## config.mk

```make
export PLATFORM = sky130hd
export DESIGN_NAME = swd_xfer_engine
export DESIGN_NICKNAME = d
export VERILOG_FILES = /design/src/rtl/swd_xfer_pkg.sv /design/src/rtl/swd_clk_div.sv /design/src/rtl/swd_req_frame.sv /design/src/rtl/swd_xfer_engine.sv
export SDC_FILE = /design/constraint.sdc
export NUM_CORES = 1
export LEC_CHECK = 0
export BUFFER_PORTS_ARGS = -buffer_cell sky130_fd_sc_hd__buf_2
export CAP_MARGIN = 20
export CORE_MARGIN = 3
export CORE_UTILIZATION = 49
export DETAILED_ROUTE_END_ITERATION = 8
export PLACE_DENSITY = 0.69
export SETUP_SLACK_MARGIN = 0.5
export SYNTH_ARGS = -nofsm -noshare
export SYNTH_HDL_FRONTEND = slang
export SYNTH_SLANG_ARGS = --single-unit
```

## constraint.sdc

```tcl
create_clock -name clk_i -period 8.7 [get_ports clk_i]
set_input_delay 1.305 -clock clk_i [delete_from_list [all_inputs] [get_ports clk_i]]
set_output_delay 1.305 -clock clk_i [all_outputs]
set_load 0.01 [all_outputs]
```

## src/rtl/swd_xfer_pkg.sv

```systemverilog
package swd_xfer_pkg;
  localparam logic [1:0] OP_XFER = 2'd0;
  localparam logic [1:0] OP_LRST = 2'd1;
  localparam logic [2:0] ACK_OK    = 3'b001;
  localparam logic [2:0] ACK_WAIT  = 3'b010;
  localparam logic [2:0] ACK_FAULT = 3'b100;

  typedef enum logic [3:0] {
    S_IDLE, S_ARM, S_REQ, S_TRN_A, S_ACK, S_TRN_W,
    S_WDAT, S_RDAT, S_TRN_E, S_LHI, S_LLO, S_IDL
  } swd_st_e;
endpackage

```

## src/rtl/swd_clk_div.sv

```systemverilog
module swd_clk_div #(
  parameter int DIV_W = 8
) (
  input  logic             clk_i,
  input  logic             rst_ni,
  input  logic             en_i,
  input  logic [DIV_W-1:0] div_i,
  output logic             rise_o,
  output logic             fall_o
);
  logic [DIV_W-1:0] cnt_q;
  logic             ph_q;
  logic             wrap;

  assign wrap   = en_i && (cnt_q >= div_i);
  assign rise_o = wrap && !ph_q;
  assign fall_o = wrap && ph_q;

  always_ff @(posedge clk_i or negedge rst_ni) begin
    if (!rst_ni) begin
      cnt_q <= '0;
      ph_q  <= 1'b1;
    end else if (!en_i) begin
      cnt_q <= '0;
      ph_q  <= 1'b1;
    end else if (wrap) begin
      cnt_q <= '0;
      ph_q  <= !ph_q;
    end else begin
      cnt_q <= cnt_q + 1'b1;
    end
  end


  edge_alt_chk: assert property (@(posedge clk_i) disable iff (!rst_ni)
    fall_o |=> !fall_o);
endmodule

```

## src/rtl/swd_req_frame.sv

```systemverilog
module swd_req_frame (
  input  logic       ap_ndp_i,
  input  logic       rnw_i,
  input  logic [1:0] addr_i,
  output logic [7:0] req_o
);
  logic par;
  assign par   = ap_ndp_i ^ rnw_i ^ addr_i[0] ^ addr_i[1];
  // index = wire slot
  assign req_o = {1'b1, 1'b0, par, addr_i[1], addr_i[0], rnw_i, ap_ndp_i, 1'b1};
endmodule

```

## src/rtl/swd_xfer_engine.sv

```systemverilog
module swd_xfer_engine
  import swd_xfer_pkg::*;
#(
  parameter int DIV_W   = 8,
  parameter int CNT_W   = 8,
  parameter int DW      = 32,
  parameter int LRST_HI = 50,
  parameter int LRST_LO = 2
) (
  input  logic             clk_i,
  input  logic             rst_ni,
  input  logic [DIV_W-1:0] div_i,
  input  logic             start_i,
  input  logic [1:0]       op_i,
  input  logic             ap_ndp_i,
  input  logic             rnw_i,
  input  logic [1:0]       addr_i,
  input  logic [DW-1:0]    wdata_i,
  input  logic [CNT_W-1:0] idle_len_i,
  output logic             swclk_o,
  output logic             swdio_o,
  output logic             swdio_oe_o,
  input  logic             swdio_i,
  output logic             busy_o,
  output logic             done_o,
  output logic [2:0]       ack_o,
  output logic [DW-1:0]    rdata_o,
  output logic             perr_o,
  output logic             ack_err_o
);
  localparam int IDX_W = $clog2(DW);
  localparam logic [CNT_W-1:0] CNT_DAT = CNT_W'(DW);
  localparam logic [CNT_W-1:0] CNT_HI  = CNT_W'(LRST_HI - 1);
  localparam logic [CNT_W-1:0] CNT_LO  = CNT_W'(LRST_LO - 1);

  swd_st_e          st_q;
  logic [CNT_W-1:0] cnt_q, idle_q;
  logic [1:0]       op_q, addr_q;
  logic             ap_q, rnw_q, swclk_q, rpar_q, done_q;
  logic [DW-1:0]    wdata_q, rsh_q;
  logic [2:0]       ack_sh_q;
  logic [7:0]       req;
  logic             rise, fall, fin, ack_ok;

  swd_clk_div #(.DIV_W(DIV_W)) u_div (
    .clk_i (clk_i), .rst_ni(rst_ni), .en_i(st_q != S_IDLE),
    .div_i (div_i), .rise_o(rise),   .fall_o(fall)
  );

  swd_req_frame u_req (
    .ap_ndp_i(ap_q), .rnw_i(rnw_q), .addr_i(addr_q), .req_o(req)
  );

  assign ack_ok  = (ack_sh_q == ACK_OK);
  assign swclk_o = swclk_q;
  assign busy_o  = (st_q != S_IDLE);
  assign done_o  = done_q;

  always_comb begin
    fin = 1'b0;
    if (fall) begin
      unique case (st_q)
        S_WDAT:  fin = (cnt_q == CNT_DAT);
        S_TRN_E: fin = 1'b1;
        S_LLO:   fin = (cnt_q == CNT_LO);
        S_IDL:   fin = (cnt_q == idle_q - CNT_W'(1));
        default: fin = 1'b0;
      endcase
    end
  end

  // line ownership per slot
  always_comb begin
    swdio_oe_o = 1'b1;
    swdio_o    = 1'b0;
    unique case (st_q)
      S_REQ:  swdio_o = req[cnt_q[2:0]];
      S_WDAT: swdio_o = (cnt_q == CNT_DAT) ? ^wdata_q : wdata_q[cnt_q[IDX_W-1:0]];
      S_LHI:  swdio_o = 1'b1;
      S_TRN_A, S_ACK, S_TRN_W, S_RDAT, S_TRN_E: swdio_oe_o = 1'b0;
      default: ;
    endcase
  end

  always_ff @(posedge clk_i or negedge rst_ni) begin
    if (!rst_ni) begin
      st_q      <= S_IDLE;
      cnt_q     <= '0;
      idle_q    <= '0;
      op_q      <= '0;
      addr_q    <= '0;
      ap_q      <= 1'b0;
      rnw_q     <= 1'b0;
      wdata_q   <= '0;
      rsh_q     <= '0;
      rpar_q    <= 1'b0;
      ack_sh_q  <= '0;
      swclk_q   <= 1'b0;
      done_q    <= 1'b0;
      ack_o     <= '0;
      rdata_o   <= '0;
      perr_o    <= 1'b0;
      ack_err_o <= 1'b0;
    end else begin
      done_q <= 1'b0;
      if (st_q == S_IDLE) begin
        if (start_i) begin
          st_q     <= S_ARM;
          cnt_q    <= '0;
          op_q     <= op_i;
          ap_q     <= ap_ndp_i;
          rnw_q    <= rnw_i;
          addr_q   <= addr_i;
          wdata_q  <= wdata_i;
          idle_q   <= (idle_len_i == '0) ? CNT_W'(1) : idle_len_i;
          ack_sh_q <= '0;
          rsh_q    <= '0;
          rpar_q   <= 1'b0;
        end
      end else begin
        if (rise) begin
          swclk_q <= 1'b1;
          if (st_q == S_ACK) ack_sh_q[cnt_q[1:0]] <= swdio_i;
          if (st_q == S_RDAT) begin
            if (cnt_q == CNT_DAT) rpar_q <= swdio_i;
            else rsh_q[cnt_q[IDX_W-1:0]] <= swdio_i;
          end
        end
        if (fall) begin
          swclk_q <= 1'b0;
          cnt_q   <= cnt_q + CNT_W'(1);
          unique case (st_q)
            S_ARM: begin
              cnt_q <= '0;
              if (op_q == OP_XFER)      st_q <= S_REQ;
              else if (op_q == OP_LRST) st_q <= S_LHI;
              else                      st_q <= S_IDL;
            end
            S_REQ:   if (cnt_q == CNT_W'(7)) begin st_q <= S_TRN_A; cnt_q <= '0; end
            S_TRN_A: begin st_q <= S_ACK; cnt_q <= '0; end
            S_ACK: if (cnt_q == CNT_W'(2)) begin
              cnt_q <= '0;
              if (!ack_ok)   st_q <= S_TRN_E;
              else if (rnw_q) st_q <= S_RDAT;
              else           st_q <= S_TRN_W;
            end
            S_TRN_W: begin st_q <= S_WDAT; cnt_q <= '0; end
            S_RDAT:  if (cnt_q == CNT_DAT) begin st_q <= S_TRN_E; cnt_q <= '0; end
            S_LHI:   if (cnt_q == CNT_HI) begin st_q <= S_LLO; cnt_q <= '0; end
            default: ;
          endcase
          if (fin) begin
            st_q   <= S_IDLE;
            cnt_q  <= '0;
            done_q <= 1'b1;
            if (op_q == OP_XFER) begin
              ack_o     <= ack_sh_q;
              ack_err_o <= !(ack_sh_q == ACK_OK || ack_sh_q == ACK_WAIT ||
                             ack_sh_q == ACK_FAULT);
              perr_o    <= rnw_q && ack_ok && ((^rsh_q) != rpar_q);
              if (rnw_q && ack_ok) rdata_o <= rsh_q;
            end
          end
        end
      end
    end
  end


  data_lowclk_chk: assert property (@(posedge clk_i) disable iff (!rst_ni)
    ((swdio_o != $past(swdio_o)) || (swdio_oe_o != $past(swdio_oe_o))) |-> !swclk_o);

  clk_busy_chk: assert property (@(posedge clk_i) disable iff (!rst_ni)
    $rose(swclk_o) |-> busy_o);

  done_owned_chk: assert property (@(posedge clk_i) disable iff (!rst_ni)
    done_o |-> (!swclk_o && swdio_oe_o && !busy_o));

  perr_read_chk: assert property (@(posedge clk_i) disable iff (!rst_ni)
    (done_o && perr_o) |-> (ack_o == ACK_OK && rnw_q));

  ackerr_noperr_chk: assert property (@(posedge clk_i) disable iff (!rst_ni)
    (done_o && ack_err_o) |-> !perr_o);
endmodule

```

# [Yosys cells after proc, flatten, opt, wreduce, memory -nomap -nowiden]
# Index checks and enable logic that the tools add are counted.
# W data, S select, Z words.
[classes] magnitude_cmp=6 eq_ne=29 mul=0 mux=61 n_bitwise=4 n_reduce_logical=35 shifts=0 div_mod_pow=0 add_sub_neg=3
[op_table] operator="$mux W32" n=5
[op_table] operator="$mux W8" n=11
[op_table] operator="$reduce_xor A32 Y1" n=2
[op_table] operator="$mux W4" n=10
[op_table] operator="$pmux W8 S5" n=1
[op_table] operator="$bwmux W32" n=1
[op_table] operator="$pmux W4 S7" n=1
[op_table] operator="$mux W1" n=19
[op_table] operator="$add A8 B1 Y8 const B" n=2
[op_table] operator="$eq A4 B3 Y1 const B" n=4
[op_table] operator="$eq A4 B4 Y1 const B" n=4
[op_table] operator="$eq A8 B6 Y1 const B" n=2
[op_table] operator="$mux W3" n=4
[op_table] operator="$ne A4 B4 Y1 const B" n=3
[op_table] operator="$reduce_and A4 Y1" n=3
[op_table] operator="$reduce_bool A2 Y1" n=6
[op_table] operator="$reduce_bool A9 Y1" n=1
[op_table] operator="$eq A4 B2 Y1 const B" n=2
[op_table] operator="$eq A8 B1 Y1 const B" n=1
[op_table] operator="$eq A8 B2 Y1 const B" n=1
[op_table] operator="$eq A8 B3 Y1 const B" n=1
[op_table] operator="$eq A8 B8 Y1" n=1
[op_table] operator="$ge A8 B8 Y1" n=1
[op_table] operator="$logic_not A8 Y1" n=1
[op_table] operator="37 further kinds" n=51
[word_totals] inputBits=58 n_memories=0 ram_bits=0 register_bits=142 latchBits=0 romBits=0 out_inout_bits=42 elab_cells=157

# [Longest topological paths before layout]
[logic_depth] word_depth=9 mapped_depth=11 mapped_depth_nobuf=11

# [By module]
# Synthesis repeated with hierarchy kept, for this count alone.
[hier_totals] cells_unflattened=748 area_unflattened_um2=8065.2
[by_module_without_submodules] mod="swd_xfer_engine" instances=1 seq_area_each_um2=3328.2 area_each_um2=7287.0 cells_each=666
[by_module_without_submodules] mod="swd_clk_div" instances=1 seq_area_each_um2=226.5 area_each_um2=684.4 cells_each=69
[by_module_without_submodules] mod="swd_req_frame" instances=1 seq_area_each_um2=0.0 area_each_um2=93.8 cells_each=13

# [Least setup slack after synthesis]
# No wires, ideal clock.
[synth_path] path_kind="input port to flip-flop" startpoint="input port div_i[5]" endpoint="register rdata_o[10]" required_ns=8.573 stages=11 slack_ns=4.718 arrival_time_ns=3.855 setup_ns=0.127 path_buffers=1 cell_sequence="inv_1 ha_1 and3_1 nor4_1 o21a_1 o21bai_1 or4_1 o21a_1 nor4_4 buf_6 mux2_1"
[synth_via] elab_chain_cells=5
[synth_lines] item="start: declaration" line="swd_xfer_engine.sv:12" source="input logic [DIV_W-1:0] div_i,"
[synth_lines] item="$ge A8 B8 Y1 (*)" line="swd_clk_div.sv:15" source="assign wrap = en_i && (cnt_q >= div_i);"
[synth_lines] item="$logic_and A1 B1 Y1 (*)" line="swd_clk_div.sv:15"
[synth_lines] item="$logic_and A1 B1 Y1 (*)" line="swd_clk_div.sv:17" source="assign fall_o = wrap && ph_q;"
[synth_lines] item="$mux W1" line="swd_xfer_engine.sv:61" source="if (fall) begin"
[synth_lines] item="$reduce_and A5 Y1 (no line) (*)"
[synth_lines] item="end signal: assignment" line="swd_xfer_engine.sv:161" source="if (rnw_q && ack_ok) rdata_o <= rsh_q;"
[synth_lines] item="end: declaration" line="swd_xfer_engine.sv:27" source="output logic [DW-1:0] rdata_o,"
# Every way passes the cells marked *; elsewhere a longest branch is shown, timed or not.
# A chain may end at the register's enable or synchronous reset.

# [Worst setup path after layout]
[layout_path] startpoint="register cnt_q[1]" endpoint="output port swdio_o"
[layout_via] elab_chain_cells=4 word_cells_on_any_way=7 classes_between="eq/ne (1); mux (6)"
[layout_lines] item="start: declaration" line="swd_xfer_engine.sv:37" source="logic [CNT_W-1:0] cnt_q, idle_q;"
[layout_lines] item="start signal: assignment" line="swd_xfer_engine.sv:131" source="cnt_q <= cnt_q + CNT_W'(1);"
[layout_lines] item="$bmux W1 S5" line="swd_xfer_engine.sv:78" source="S_WDAT: swdio_o = (cnt_q == CNT_DAT) ? ^wdata_q : wdata_q[cnt_q[IDX_W-1:0]];"
[layout_lines] item="$mux W1 (implied by the code)" line="swd_xfer_engine.sv:78"
[layout_lines] item="$mux W1" line="swd_xfer_engine.sv:78"
[layout_lines] item="$pmux W1 S3 (*)" line="swd_xfer_engine.sv:76" source="unique case (st_q)"
[layout_lines] item="end: declaration" line="swd_xfer_engine.sv:21" source="output logic swdio_o,"
# Every way passes the cells marked *; elsewhere a longest branch is shown, timed or not. The select of a mux whose other input is x is not followed.

==> impl_metrics.tcl <==
set metrics [dict create \
    layout_setup_ws_ps 4220 \
    slew_violations 0 \
    instances_no_fill 1030 \
    grt_pass1_vias 5934 \
    gp_congestion 0.886 \
    grt-ovfl-total 0 \
    die_x_um 132 \
    rsz0062_at_grt "false" \
    min_period_ps 4480 \
    synth.most_common_cell "dfrtp_1" \
    relSlewSlack 0.377 \
    synth_mux_area_frac 0.153 \
    crit_path_end_kind "output port" \
    cts_tree "done" \
    grt_pass1_wl_mm 30.6 \
    syn-mean-instance-area_um2 10.7 \
    power_frac_comb 0.383 \
    grt_max_degree 71 \
    p_leak_uw 0.00424 \
    drive_gt1_frac 0.245 \
    drv_cap 0 \
    min_path_type "register to register" \
    synth_area_mm2 0.00774 \
    setup_tns_ps 0 \
    synth_common_cells "141 x dfrtp_1, 80 x o21ai_0, 61 x xnor2_1" \
    ir_worst_vdd_v 0.000183 \
    finalWirelength_mm 18.7 \
    hold_buffers 0 \
    final_core_util 0.585 \
    grt_usage 0.217 \
    diodes 0 \
    synth_fa_ha_area_frac 0.0226 \
    worst_pin_slew_ps 924 \
    power_switching_uw 1010 \
    synth_top_family_by_area "multiplexers" \
    cp-start-kind "register" \
    viasPerCell 5.74 \
    synthArstFlopShare 1.00 \
    worstSkewPairLatency_ps 420 \
    ys_warn_count 0 \
    arrival_ps 3170 \
    io_pins 100 \
    max_freq_mhz 223 \
    htreeDepth 4 \
    io_buffers 99 \
    finClkSkew_ps 7.91 \
    post-route-period-util 0.515 \
    place_inst 997 \
    dpl.hpwl_mm 13.5 \
    finalHoldViolCount 0 \
    ys_ff_latch 142 \
    synth_cell_types 61 \
    cts_root_buf "clkbuf_16" \
    start_util 0.505 \
    swShare 0.365 \
    antenna_found_initial 0 \
    drtPass1Iterations 5 \
    num-fill-cells 1321 \
    critPathKind "register to output port" \
    p_int_uw 1750 \
    clk_pin_slew_ps 60 \
    postCtsSetupBuffers 0 \
    synthFlopType "dfrtp_1" \
    clockPowerShare 0.243 \
    die_h_um 132 \
    syn-num-nets 793 \
    cp_max_fo 16 \
    cts_buffers 17 \
    status "finished, final reports clean" \
    via_count 5914 \
    rows 45 \
    dieArea_mm2 0.0173 \
    drt_iter0_markers 479 \
    ant_nets 0 \
    wl_per_cell_um 18.2 \
    clockBufferDepth 2 \
    finalSetupViolCount 0 \
    synth_edf_count 0 \
    synth-xor-area-share 0.0935 \
    pre_cts_ws_ps 4240 \
    syn_inst 721 \
    synthTopCellsByArea "dfrtp_1 46%, mux2_2 8.0%, xnor2_1 6.9%" \
    synth_top_cell_area_share 0.456 \
    coreArea_mm2 0.0153 \
    synth_compound_area_frac 0.132 \
    p_per_area_mw_per_mm2 309 \
    cts.repair.resized 0 \
    drc 0 \
    cts_sinks 142 \
    synth_simple_gate_area_share 0.107 \
    area_growth_pct 15.7 \
    final_nets 878 \
    seqPwrFrac 0.374 \
    synth_largest_area_cell "dfrtp_1" \
    critPathRequiredTime_ps 7390 \
    yosysSeqAreaShare 0.459 \
]
[final timing paths]
path | startpoint | cells past startpoint | slack (ps) | end
min | rdata_o[23]$_DFFE_PN0P_ | 1 | 480 | rdata_o[23]$_DFFE_PN0P_
max reg2reg | st_q[2]$_DFFE_PN0P_ | 9 | 4800 | rdata_o[2]$_DFFE_PN0P_
min reg2reg | rdata_o[23]$_DFFE_PN0P_ | 1 | 480 | rdata_o[23]$_DFFE_PN0P_
max in group asynchronous | rst_ni | 3 | 6780 | wdata_q[2]$_DFFE_PN0P_
min in group asynchronous | rst_ni | 1 | 810 | rdata_o[16]$_DFFE_PN0P_
max | cnt_q[1]$_DFFE_PN0P_ | 7 | 4220 | swdio_o
[routing by layer]
layer  wire length (µm)  global-route usage  vias to the layer above
li1                   -                   -                     2783
met1               8130               0.285                     2881
met2               8990               0.350                      218
met3               1210              0.0620                       32
met4                412              0.0665                        0
met5                  0                   0                        -
[layout make-up]
cell class | instances | area, µm² | share of cell area
Clock buffer | 26 | 479 | 0.0535
Inverter | 21 | 78.8 | 0.00881
Clock inverter | 6 | 61.3 | 0.00685
Multi-Input combinational cell | 519 | 3940 | 0.440
Tap cell | 211 | 264 | 0.0295
Sequential cell | 142 | 3550 | 0.397
Timing Repair Buffer | 105 | 574 | 0.0642
[worst max-delay path, cell delays in order (launching register included)]
cell and delay, ps:
dfrtp_1 890, clkinv_1 500, ha_1 400, and3_1 280, nand2_1 100, a31oi_1 130, o21ai_0 270, buf_2 180
[power by group through the flow]
stage | Clock [µW] | Combinational [µW] | Sequential (µW)
after detailed placement | 0 | 1060 | 1040
after CTS | 681 | 1060 | 1030
after global placement | 0 | 1030 | 1040
after floorplan | 0 | 924 | 909
final | 671 | 1060 | 1030
after global routing | 715 | 1160 | 1060
[flip-flops by register name (all words and copies together) (netlist names)]
signal and count:
ack_err_o 1, swclk_o 1, ack_sh_q 3, st_q 4, done_o 1, cnt_q 8
perr_o 1, rsh_q 32, u_div.cnt_q 8, op_q 2, wdata_q 32, rpar_q 1
u_div.ph_q 1, rdata_o 32, addr_q 2, ap_q 1, idle_q 8, ack_o 3
rnw_q 1
[stage by stage]
stage | cell area [µm²] | hold slack [ps] | power (µW)
2_1_floorplan | 7740 | 483 | 1830
3_3_place_gp | 8370 | 465 | 2060
3_5_place_dp | 8400 | 471 | 2100
4_1_cts | 8940 | 485 | 2780
5_1_grt | 8950 | 491 | 2930
6_report | 8950 | 478 | 2760
[cells by family (layout without fill, tap and decap cells)]
family,after synthesis,after routing
simple gates,153,153
buf+inv,60,158
xor+xnor,81,81
flops,142,142
compound gates,176,176
fa+ha+maj,14,14
mux,95,95
[placed cells by master, fill, tap and decap left out, types with 14 or more instances in the layout]
master       n
a21oi_1     46
and3_1      17
buf_2       98
clkbuf_16   17
dfrtp_1    141
ha_1        14
inv_1       19
mux2_1      29
mux2_2      55
nand2_1     33
nand3_1     17
nor2_1      24
o21ai_0     80
xnor2_1     61
xor2_1      19
Power figures use the tool's default switching activity.
